### config.mk
export PLATFORM = sky130hd
export DESIGN_NAME = bldc_commutator
export DESIGN_NICKNAME = d
export VERILOG_FILES = /design/src/rtl/cmt_pkg.sv /design/src/rtl/cmt_input_filter.sv /design/src/rtl/cmt_ctrl.sv /design/src/rtl/cmt_gate_dp.sv /design/src/rtl/bldc_commutator.sv
export SDC_FILE = /design/constraint.sdc
export NUM_CORES = 1
export LEC_CHECK = 0
export BUFFER_PORTS_ARGS = -buffer_cell sky130_fd_sc_hd__buf_2
export CAP_MARGIN = 10
export CORE_ASPECT_RATIO = 1.1
export CORE_MARGIN = 5
export CORE_UTILIZATION = 32
export CTS_CLUSTER_DIAMETER = 100
export DETAILED_ROUTE_END_ITERATION = 6
export HOLD_SLACK_MARGIN = 0.15
export PLACE_DENSITY = 0.54
export SLEW_MARGIN = 20
export SYNTH_ARGS = -nofsm -noshare
export SYNTH_HDL_FRONTEND = slang
export SYNTH_SLANG_ARGS = --single-unit
export TNS_END_PERCENT = 100
### constraint.sdc
create_clock -name clk -period 5.3 [get_ports clk]
set_clock_uncertainty 0.1 [all_clocks]
set_input_delay 0 -clock clk [delete_from_list [all_inputs] [get_ports clk]]
set_output_delay 0 -clock clk [all_outputs]
set_load 0.01 [all_outputs]
### src/rtl/cmt_pkg.sv
package cmt_pkg;
  localparam int NUM_PH = 3;

  // strobes from control to the gate datapath
  typedef struct packed {
    logic [NUM_PH-1:0] hiReq;
    logic [NUM_PH-1:0] loReq;
  } gate_req_t;

  // driven pair for direction 1; phase index 0=A,1=B,2=C
  typedef struct packed {
    logic       valid;
    logic [1:0] srcPh;
    logic [1:0] snkPh;
  } hall_pair_t;

  function automatic hall_pair_t hall_pair(input logic [2:0] code);
    hall_pair_t p;
    p = '{valid: 1'b1, srcPh: 2'd0, snkPh: 2'd0};
    case (code)
      3'b101: begin p.srcPh = 2'd0; p.snkPh = 2'd2; end
      3'b100: begin p.srcPh = 2'd1; p.snkPh = 2'd2; end
      3'b110: begin p.srcPh = 2'd1; p.snkPh = 2'd0; end
      3'b010: begin p.srcPh = 2'd2; p.snkPh = 2'd0; end
      3'b011: begin p.srcPh = 2'd2; p.snkPh = 2'd1; end
      3'b001: begin p.srcPh = 2'd0; p.snkPh = 2'd1; end
      default: p.valid = 1'b0;
    endcase
    return p;
  endfunction
endpackage

### src/rtl/cmt_input_filter.sv
module cmt_input_filter #(
  parameter int                WIDTH   = 1,
  parameter int                FILT    = 4,
  parameter logic [WIDTH-1:0]  RST_VAL = '0
) (
  input  logic             clk,
  input  logic             rstN,
  input  logic [WIDTH-1:0] din,
  output logic [WIDTH-1:0] dout
);
  localparam int CW = $clog2(FILT + 1);
  localparam logic [CW-1:0] LAST = CW'(FILT - 1);

  logic [WIDTH-1:0] syncA, syncB;
  logic [CW-1:0]    holdCnt;

  // two-stage synchroniser, then accept a new level held for FILT cycles
  always_ff @(posedge clk or negedge rstN) begin
    if (!rstN) begin
      syncA   <= RST_VAL;
      syncB   <= RST_VAL;
      dout    <= RST_VAL;
      holdCnt <= '0;
    end else begin
      syncA <= din;
      syncB <= syncA;
      if (syncB == dout) begin
        holdCnt <= '0;
      end else if (holdCnt == LAST) begin
        dout    <= syncB;
        holdCnt <= '0;
      end else begin
        holdCnt <= holdCnt + CW'(1);
      end
    end
  end
endmodule

### src/rtl/cmt_ctrl.sv
module cmt_ctrl import cmt_pkg::*; (
  input  logic       clk,
  input  logic       rstN,
  input  logic [2:0] hallF,
  input  logic       dirF,
  input  logic       brkNF,
  input  logic       chopF,
  input  logic       sleepIn,
  input  logic       disableIn,
  output gate_req_t  req
);
  logic       chopPrev;
  logic       recircHigh;
  hall_pair_t pair;
  logic [1:0] srcPh, snkPh;

  // recirculation side flips on every new on command
  always_ff @(posedge clk or negedge rstN) begin
    if (!rstN) begin
      chopPrev   <= 1'b0;
      recircHigh <= 1'b0;
    end else begin
      chopPrev <= chopF;
      if (chopF && !chopPrev) recircHigh <= !recircHigh;
    end
  end

  always_comb begin
    pair  = hall_pair(hallF);
    srcPh = dirF ? pair.srcPh : pair.snkPh;
    snkPh = dirF ? pair.snkPh : pair.srcPh;
    req   = '0;
    if (sleepIn) begin
      req = '0;
    end else if (!brkNF) begin
      req.loReq = '1;
    end else if (disableIn || !pair.valid) begin
      req = '0;
    end else if (chopF) begin
      req.hiReq[srcPh] = 1'b1;
      req.loReq[snkPh] = 1'b1;
    end else if (recircHigh) begin
      req.hiReq[srcPh] = 1'b1;
      req.hiReq[snkPh] = 1'b1;
    end else begin
      req.loReq[srcPh] = 1'b1;
      req.loReq[snkPh] = 1'b1;
    end
  end

  // R12 precondition: never both requests for one phase
  p_req_exclusive_r12: assert property (@(posedge clk) disable iff (!rstN)
    (req.hiReq & req.loReq) == '0);
endmodule

### src/rtl/cmt_gate_dp.sv
module cmt_gate_dp import cmt_pkg::*; #(
  parameter int DEAD_CYC = 15
) (
  input  logic              clk,
  input  logic              rstN,
  input  gate_req_t         req,
  output logic [NUM_PH-1:0] gateHi,
  output logic [NUM_PH-1:0] gateLo
);
  localparam int CW = $clog2(DEAD_CYC + 2);
  localparam logic [CW-1:0] DEAD_V = CW'(DEAD_CYC);
  localparam logic [CW-1:0] GAP_V  = CW'(DEAD_CYC + 1);

  for (genvar ph = 0; ph < NUM_PH; ph++) begin : g_ph
    logic          hiQ, loQ;
    logic [CW-1:0] hiOff, loOff;

    always_ff @(posedge clk or negedge rstN) begin
      if (!rstN) begin
        hiQ   <= 1'b0;
        loQ   <= 1'b0;
        hiOff <= DEAD_V;
        loOff <= DEAD_V;
      end else begin
        hiQ   <= req.hiReq[ph] && !loQ && (loOff == DEAD_V);
        loQ   <= req.loReq[ph] && !hiQ && (hiOff == DEAD_V);
        hiOff <= hiQ ? '0 : ((hiOff == DEAD_V) ? hiOff : hiOff + CW'(1));
        loOff <= loQ ? '0 : ((loOff == DEAD_V) ? loOff : loOff + CW'(1));
      end
    end

    assign gateHi[ph] = hiQ;
    assign gateLo[ph] = loQ;

    // independent idle counters for the dead-time check
    logic [CW-1:0] hiIdle, loIdle;
    always_ff @(posedge clk or negedge rstN) begin
      if (!rstN) begin
        hiIdle <= GAP_V;
        loIdle <= GAP_V;
      end else begin
        hiIdle <= gateHi[ph] ? '0 : ((hiIdle == GAP_V) ? hiIdle : hiIdle + CW'(1));
        loIdle <= gateLo[ph] ? '0 : ((loIdle == GAP_V) ? loIdle : loIdle + CW'(1));
      end
    end

    p_no_overlap_r12: assert property (@(posedge clk) disable iff (!rstN)
      !(gateHi[ph] && gateLo[ph]));
    p_dead_hi_r9: assert property (@(posedge clk) disable iff (!rstN)
      $rose(gateHi[ph]) |-> (loIdle == GAP_V));
    p_dead_lo_r9: assert property (@(posedge clk) disable iff (!rstN)
      $rose(gateLo[ph]) |-> (hiIdle == GAP_V));
  end
endmodule

### src/rtl/bldc_commutator.sv
module bldc_commutator import cmt_pkg::*; #(
  parameter int DEAD_CYC    = 15,
  parameter int CHOP_FILT   = 90,
  parameter int DIRBRK_FILT = 100,
  parameter int HALL_FILT   = 1
) (
  input  logic       clk,
  input  logic       rstN,
  input  logic [2:0] hallIn,
  input  logic       dirIn,
  input  logic       brakeN,
  input  logic       chopIn,
  input  logic       sleepIn,
  input  logic       disableIn,
  output logic [2:0] gateHi,
  output logic [2:0] gateLo
);
  logic [2:0] hallF;
  logic       dirF, brkNF, chopF;
  gate_req_t  req;

  cmt_input_filter #(.WIDTH(3), .FILT(HALL_FILT), .RST_VAL(3'b000)) u_hall (
    .clk(clk), .rstN(rstN), .din(hallIn), .dout(hallF));
  cmt_input_filter #(.WIDTH(1), .FILT(DIRBRK_FILT), .RST_VAL(1'b1)) u_dir (
    .clk(clk), .rstN(rstN), .din(dirIn), .dout(dirF));
  cmt_input_filter #(.WIDTH(1), .FILT(DIRBRK_FILT), .RST_VAL(1'b0)) u_brk (
    .clk(clk), .rstN(rstN), .din(brakeN), .dout(brkNF));
  cmt_input_filter #(.WIDTH(1), .FILT(CHOP_FILT), .RST_VAL(1'b0)) u_chop (
    .clk(clk), .rstN(rstN), .din(chopIn), .dout(chopF));

  cmt_ctrl u_ctrl (
    .clk(clk), .rstN(rstN), .hallF(hallF), .dirF(dirF), .brkNF(brkNF),
    .chopF(chopF), .sleepIn(sleepIn), .disableIn(disableIn), .req(req));

  cmt_gate_dp #(.DEAD_CYC(DEAD_CYC)) u_dp (
    .clk(clk), .rstN(rstN), .req(req), .gateHi(gateHi), .gateLo(gateLo));

  p_brake_no_high_r5: assert property (@(posedge clk) disable iff (!rstN)
    (!brkNF && !sleepIn) |=> (gateHi == 3'b000));
  p_sleep_coast_r6: assert property (@(posedge clk) disable iff (!rstN)
    sleepIn |=> ((gateHi | gateLo) == 3'b000));
  p_disable_off_r7: assert property (@(posedge clk) disable iff (!rstN)
    (disableIn && brkNF && !sleepIn) |=> ((gateHi | gateLo) == 3'b000));
  p_bad_hall_off_r4: assert property (@(posedge clk) disable iff (!rstN)
    ((hallF == 3'b000 || hallF == 3'b111) && brkNF && !sleepIn)
      |=> ((gateHi | gateLo) == 3'b000));
endmodule

# After elaboration in Yosys (flattened, before gate mapping)
# Cells that the tools add are included.
[totals]
memories = 0
latch_bits = 0
word_cells = 140
mem_bits_rw = 0
regBits = 78
romBits = 0
[classes]
shifts = 0
add_sub_neg = 10
n_mux = 35
bitwise_logic = 6
div = 0
multipliers = 0
order_cmp = 4
n_reduce_logical = 30
n_eq_ne = 25
[op_table]
columns = ["cell", "n"]
rows = [
  ["two-way mux 5 bit", 12],
  ["two-way mux 7 bit", 6],
  ["adder 5 x 1 -> 5 bit (second input constant)", 6],
  ["equality test 5 x 4 -> 1 bit (second input constant)", 6],
  ["case mux 4 bit (6 select lines)", 1],
  ["adder 7 x 1 -> 7 bit (second input constant)", 3],
  ["equality test 7 bit (second input constant)", 3],
  ["two-way mux 6 bit", 3],
  ["logical AND 1 bit", 15],
  ["two-way mux 3 bit", 4],
  ["inequality test 2 x 1 -> 1 bit (second input constant)", 6],
  ["equality test 3 bit (second input constant)", 3],
  ["logical NOT 1 bit", 9],
  ["AND reduction 2 bit", 4],
  ["equality test 3 x 2 -> 1 bit (second input constant)", 2],
  ["less-than comparator 2 x 3 -> 1 bit (second input constant)", 2],
  ["OR reduction 6 bit", 1],
  ["two-way mux 1 bit", 5],
  ["inverter 1 bit", 5],
  ["demux 1 bit (select 2 bit)", 2],
  [">= comparator 2 x 1 -> 1 bit (second input constant)", 2],
  ["two-way mux 2 bit", 2],
  ["equality test 1 bit", 3],
  ["equality test 3 x 1 -> 1 bit (second input constant)", 1],
  ["other kinds (4)", 4],
]

# Longest topological paths before layout
[depth]
depth_word = 15
ltp_mapped = 7
depth_no_buf = 6

# Cells and area by module
# From an unflattened synthesis, not the netlist that was laid out.
[unflattened]
hier_cells = 324
hier_area_um2 = 3702.3
[modules_own_cells]
columns = ["module", "instances", "cells_each", "area_per_inst_um2"]
rows = [
  ["cmt_gate_dp", 1, 162, 1876.8],
  ["cmt_input_filter at u_dir", 1, 37, 439.2],
  ["cmt_input_filter at u_brk", 1, 37, 435.4],
  ["cmt_input_filter at u_chop", 1, 36, 430.4],
  ["cmt_ctrl", 1, 40, 284.0],
  ["cmt_input_filter at u_hall", 1, 12, 236.5],
]

# Worst setup path after synthesis
# OpenSTA, ideal clock, no wires.
[synth_timing]
path_kind = "register to register"
start = "register u_dp.g_ph[2].loOff[0]"
end = "register u_dp.g_ph[2].hiQ"
synth_period_minus_slack_ns = 1.805
setup_slack_ns = 3.495
stages_incl_launch_ff = 7
t_arrival_ns = 1.594
required_time_ns = 5.089
path_cell_list = "dfstp_2 ha_1 and3_1 ha_1 clkbuf_1 nand3b_1 a2111oi_2"
[synth_between]
elab_chain_len = 2
[synth_lines]
columns = ["item", "line_no", "source"]
rows = [
  ["from (decl)", "cmt_gate_dp.sv:16", "logic [CW-1:0] hiOff, loOff;"],
  ["from (signal assigned)", "cmt_gate_dp.sv:28", "loOff <= loQ ? '0 : ((loOff == DEAD_V) ? loOff : loOff + CW'(1));"],
  ["equality test 5 x 4 -> 1 bit", "cmt_gate_dp.sv:25", "hiQ <= req.hiReq[ph] && !loQ && (loOff == DEAD_V);"],
  ["logical AND 1 bit", "cmt_gate_dp.sv:25", ""],
  ["to (signal assigned)", "cmt_gate_dp.sv:25", ""],
  ["to (decl)", "cmt_gate_dp.sv:15", "logic hiQ, loQ;"],
]
# Every way passes these cells.
# A chain may end at the register's enable or synchronous reset.

# Final worst setup path
[layout_timing]
start = "register u_dp.g_ph[2].hiOff[0]"
end = "register u_dp.g_ph[2].loQ"
[layout_between]
elab_chain_len = 2
[layout_lines]
columns = ["item", "line_no", "source"]
rows = [
  ["from (decl)", "cmt_gate_dp.sv:16", ""],
  ["from (signal assigned)", "cmt_gate_dp.sv:27", "hiOff <= hiQ ? '0 : ((hiOff == DEAD_V) ? hiOff : hiOff + CW'(1));"],
  ["equality test 5 x 4 -> 1 bit", "cmt_gate_dp.sv:26", "loQ <= req.loReq[ph] && !hiQ && (hiOff == DEAD_V);"],
  ["logical AND 1 bit", "cmt_gate_dp.sv:26", ""],
  ["to (signal assigned)", "cmt_gate_dp.sv:26", ""],
  ["to (decl)", "cmt_gate_dp.sv:15", ""],
]
# Every way passes these cells.

==> metrics.md <==
| Metric | Value |
|---|---|
| CTS hold repair buffers | 10 |
| Mux cell area share after synthesis | 0.02882 |
| Final hold slack | 0.2044 ns |
| Slew Limit Fails | 0 |
| CTS Sinks | 77 |
| Total grt overflow | 0 |
| # H-tree levels | 3 |
| Largest family of logic cells by synthesized area | simple AND/OR/NAND/NOR gates |
| Post-Synth Simple-Gate Area | 0.1809 |
| Design area | 0.004183 mm² |
| Vias in the first global route | 2256 |
| Synth-to-Final Area Change | 16.08% |
| Synth Area in Compound Gates | 0.05694 |
| Worst EP arrival | 2.47 ns |
| I/O Buffers | 15 |
| Die extent in y | 121.3 µm |
| Synth Flop Type | dfrtp_1 |
| Root Buffer Master | clkbuf_16 |
| Pwr per Cell Area | 325.2 mW/mm² |
| Starting Density | 0.3288 |
| First-pass GRT wire length | 10470 µm |
| ANT cells | 0 |
| Synth Area in XOR/XNOR | 0.09236 |
| Post-Syn Nets | 352 |
| Vias | 2216 |
| IO Count | 16 |
| Slew margin rel. | 0.3607 |
| GRT Total Usage | 0.09396 |
| VDD IR max | 0.0001659 V |
| Post-synth EDFFs | 0 |
| Post-Synth Adder-Cell Area | 0.05556 |
| Worst-Margin Slew | 0.9589 ns |
| Worst setup SP type | flop |
| DRC viols | 0 |
| Routed wire per std cell | 11.44 µm |
| Fraction of layout cells with a size suffix above 1 | 0.1908 |
| Synth area leader | dfrtp_1 |
| Die area | 0.01349 mm² |
| DP Cell Count | 467 |
| Max-Cap Viols | 0 |
| Tcrit/Tclk final | 0.4377 |
| Initial antenna violation count | 0 |
| Post-synthesis cell area | 0.003603 mm² |
| DR vias/cell | 4.495 |
| Clk buf depth | 2 |
| Layout Nets | 367 |
| Hold Path Class | input pin to flop |
| Die X | 111.2 µm |
| Top post-synthesis cells by area | dfrtp_1, dfstp_2, xor2_1 |
| Share of flip-flops with an asynchronous set or reset | 1.000 |
| Setup Fix Bufs, Post-CTS | 0 |
| Worst-path clk slew | 0.06 ns |
| Core ar. | 0.01096 mm² |
| Cts bufs inserted | 9 |
| Clock latency on the worst-skew pair | 0.33 ns |
| Post-synth cell types | 40 |
| Synthesized flop and latch total | 77 |
| Fmax | 431.1 MHz |
| # fillers | 1058 |
| Data required, critical path | 5.45 ns |
| Drt first pass iters | 4 |
| Post-Place Cell Area | 0.003750 mm² |
| Non-filler cells, final | 493 |
| Fin. Hold Viols | 0 |
| Finish-stage setup viols | 0 |
| 1st-iter DRT viols | 109 |
| Post-synthesis sequential area ratio | 0.5441 |
| Kind of critical path | flop to flop |
| Drt total wl | 5640 µm |
| Worst setup EP type | flop |
| Setup tns final | 0 ns |
| HPWL after DPL | 3641 µm |
| Avg Cell Area, Syn | 11.05 µm² |
| Unrepaired setup endpoints after global routing | no |
| CTS resizes | 0 |
| TritonCTS clock tree | done |
| Final weighted congestion in routability-driven placement | 0.7524 |
| Pleak | 1.774 nW |
| Largest net degree at the start of global routing | 78 |
| CP Max Fanout | 7 |
| Min Tclk post-route | 2.320 ns |
| Reg2Reg Setup Slack | 2.98 ns |
| Post-synth top area share | 0.3472 |
| Count leader, synth | nor2_1 |
| Ys Warns | 0 |
| Rows | 40 |
| Outcome | complete, no violations |
| Top post-synthesis cells by count | nor2_1, dfrtp_1, dfstp_2, xor2_1, ha_1 |
| Post-Syn Instances | 326 |
| Remaining antenna violation count | 0 |
## critical path, cell delays in order (launching register included)
cell and delay (ns):
dfstp_2 0.55, ha_1 0.15, and3_1 0.16, ha_1 0.30
nor3b_1 0.22, nand2_1 0.07, dlygate4sd3_1 0.55, a31oi_1 0.15
## cells in the final DEF (no fill, tap or decap), types with 2 or more instances in the layout
master	synthesis	final
nor2_1	53	53
dfrtp_1	50	50
dfstp_2	27	27
xor2_1	25	25
ha_1	16	16
a21oi_1	15	15
buf_2	5	14
xnor2_1	13	13
nand2_1	12	12
nand3_1	11	11
dlygate4sd3_1	0	10
inv_1	9	9
nor2b_1	9	9
clkbuf_16	0	9
o21ai_0	8	8
mux2i_1	7	7
and3_1	6	6
nand4b_1	6	6
or3_1	5	5
nand2b_1	5	5
and2_1	3	3
mux2_2	3	3
nand4bb_1	2	2
nor3_1	2	2
o2111ai_1	2	2
a22oi_1	2	2
nor3b_1	2	2
bufinv_16	0	2
clkinv_4	0	2
## routing by layer
metal | global-route usage | share of wire | up-vias | routed length, µm
met5 | 0 | 0 | - | 0
met4 | 0.03802 | 0.017 | 0 | 98
met3 | 0.03392 | 0.040 | 10 | 224
met2 | 0.1444 | 0.44 | 25 | 2484
met1 | 0.1203 | 0.50 | 1059 | 2834
li1 | - | - | 1122 | -
## power breakdown
group	total [mW]	leakage (nW)	switching [mW]	internal, mW
registers	0.631	0.936	0.0186	0.612
logic	0.0590	0.678	0.0319	0.0271
clock network	0.671	0.159	0.242	0.428
## flip-flops by register name, indices dropped and copies added (netlist names), 3 cells and up
name / flops
u_dp.g_ph.loOff: 15
u_hall.syncA: 3
u_hall.syncB: 3
u_dir.holdCnt: 7
u_dp.g_ph.hiQ: 3
u_hall.dout: 3
u_brk.holdCnt: 7
u_dp.g_ph.loQ: 3
u_chop.holdCnt: 7
u_dp.g_ph.hiOff: 15
## final timing paths
path	from	to	cells after the start
worst max-delay path	u_dp.g_ph[2].hiOff[0]$_DFFE_PN1P_	u_dp.g_ph[2].loQ$_DFF_PN0_	7
worst min-delay path	hallIn[1]	u_hall.syncA[1]$_DFF_PN0_	2
worst max register to register	u_dp.g_ph[2].hiOff[0]$_DFFE_PN1P_	u_dp.g_ph[2].loQ$_DFF_PN0_	7
worst min register to register	u_chop.syncA$_DFF_PN0_	u_chop.syncB$_DFF_PN0_	0
max in group asynchronous	rstN	u_dp.g_ph[2].hiQ$_DFF_PN0_	2
min in group asynchronous	rstN	u_chop.holdCnt[4]$_DFF_PN0_	2
## stage by stage
stage	power [mW]	setup slack, ns	util
final	1.360	2.980	0.3816
after global routing	1.418	2.770	0.3816
after CTS	1.380	2.978	0.3816
after detailed placement	0.6955	3.483	0.3421
after global placement	0.6941	3.535	0.3421
after floorplan	0.6715	3.495	-
## cell families (layout without fill, tap and decap cells)
| logic type | Yosys count | after routing |
|---|---|---|
| buffers and inverters | 30 | 50 |
| AND/OR/NAND/NOR | 124 | 124 |
| flip-flops | 77 | 77 |
| XOR/XNOR | 38 | 38 |
| multiplexers | 10 | 10 |
| AO/OA/AOI/OAI | 31 | 31 |
| adder cells (fa/ha/maj) | 16 | 16 |
## area by class of cell
type	count	area [µm²]	area share
clock inverters	6	93.84	0.02243
multi-input cells	219	1494	0.3572
well taps	147	183.9	0.04397
flip-flops and latches	77	1961	0.4687
repair buffers	25	177.7	0.04248
inverters	9	33.78	0.008077
clock buffers	10	239.0	0.05713
No activity file was read; power rests on OpenSTA's default activity.
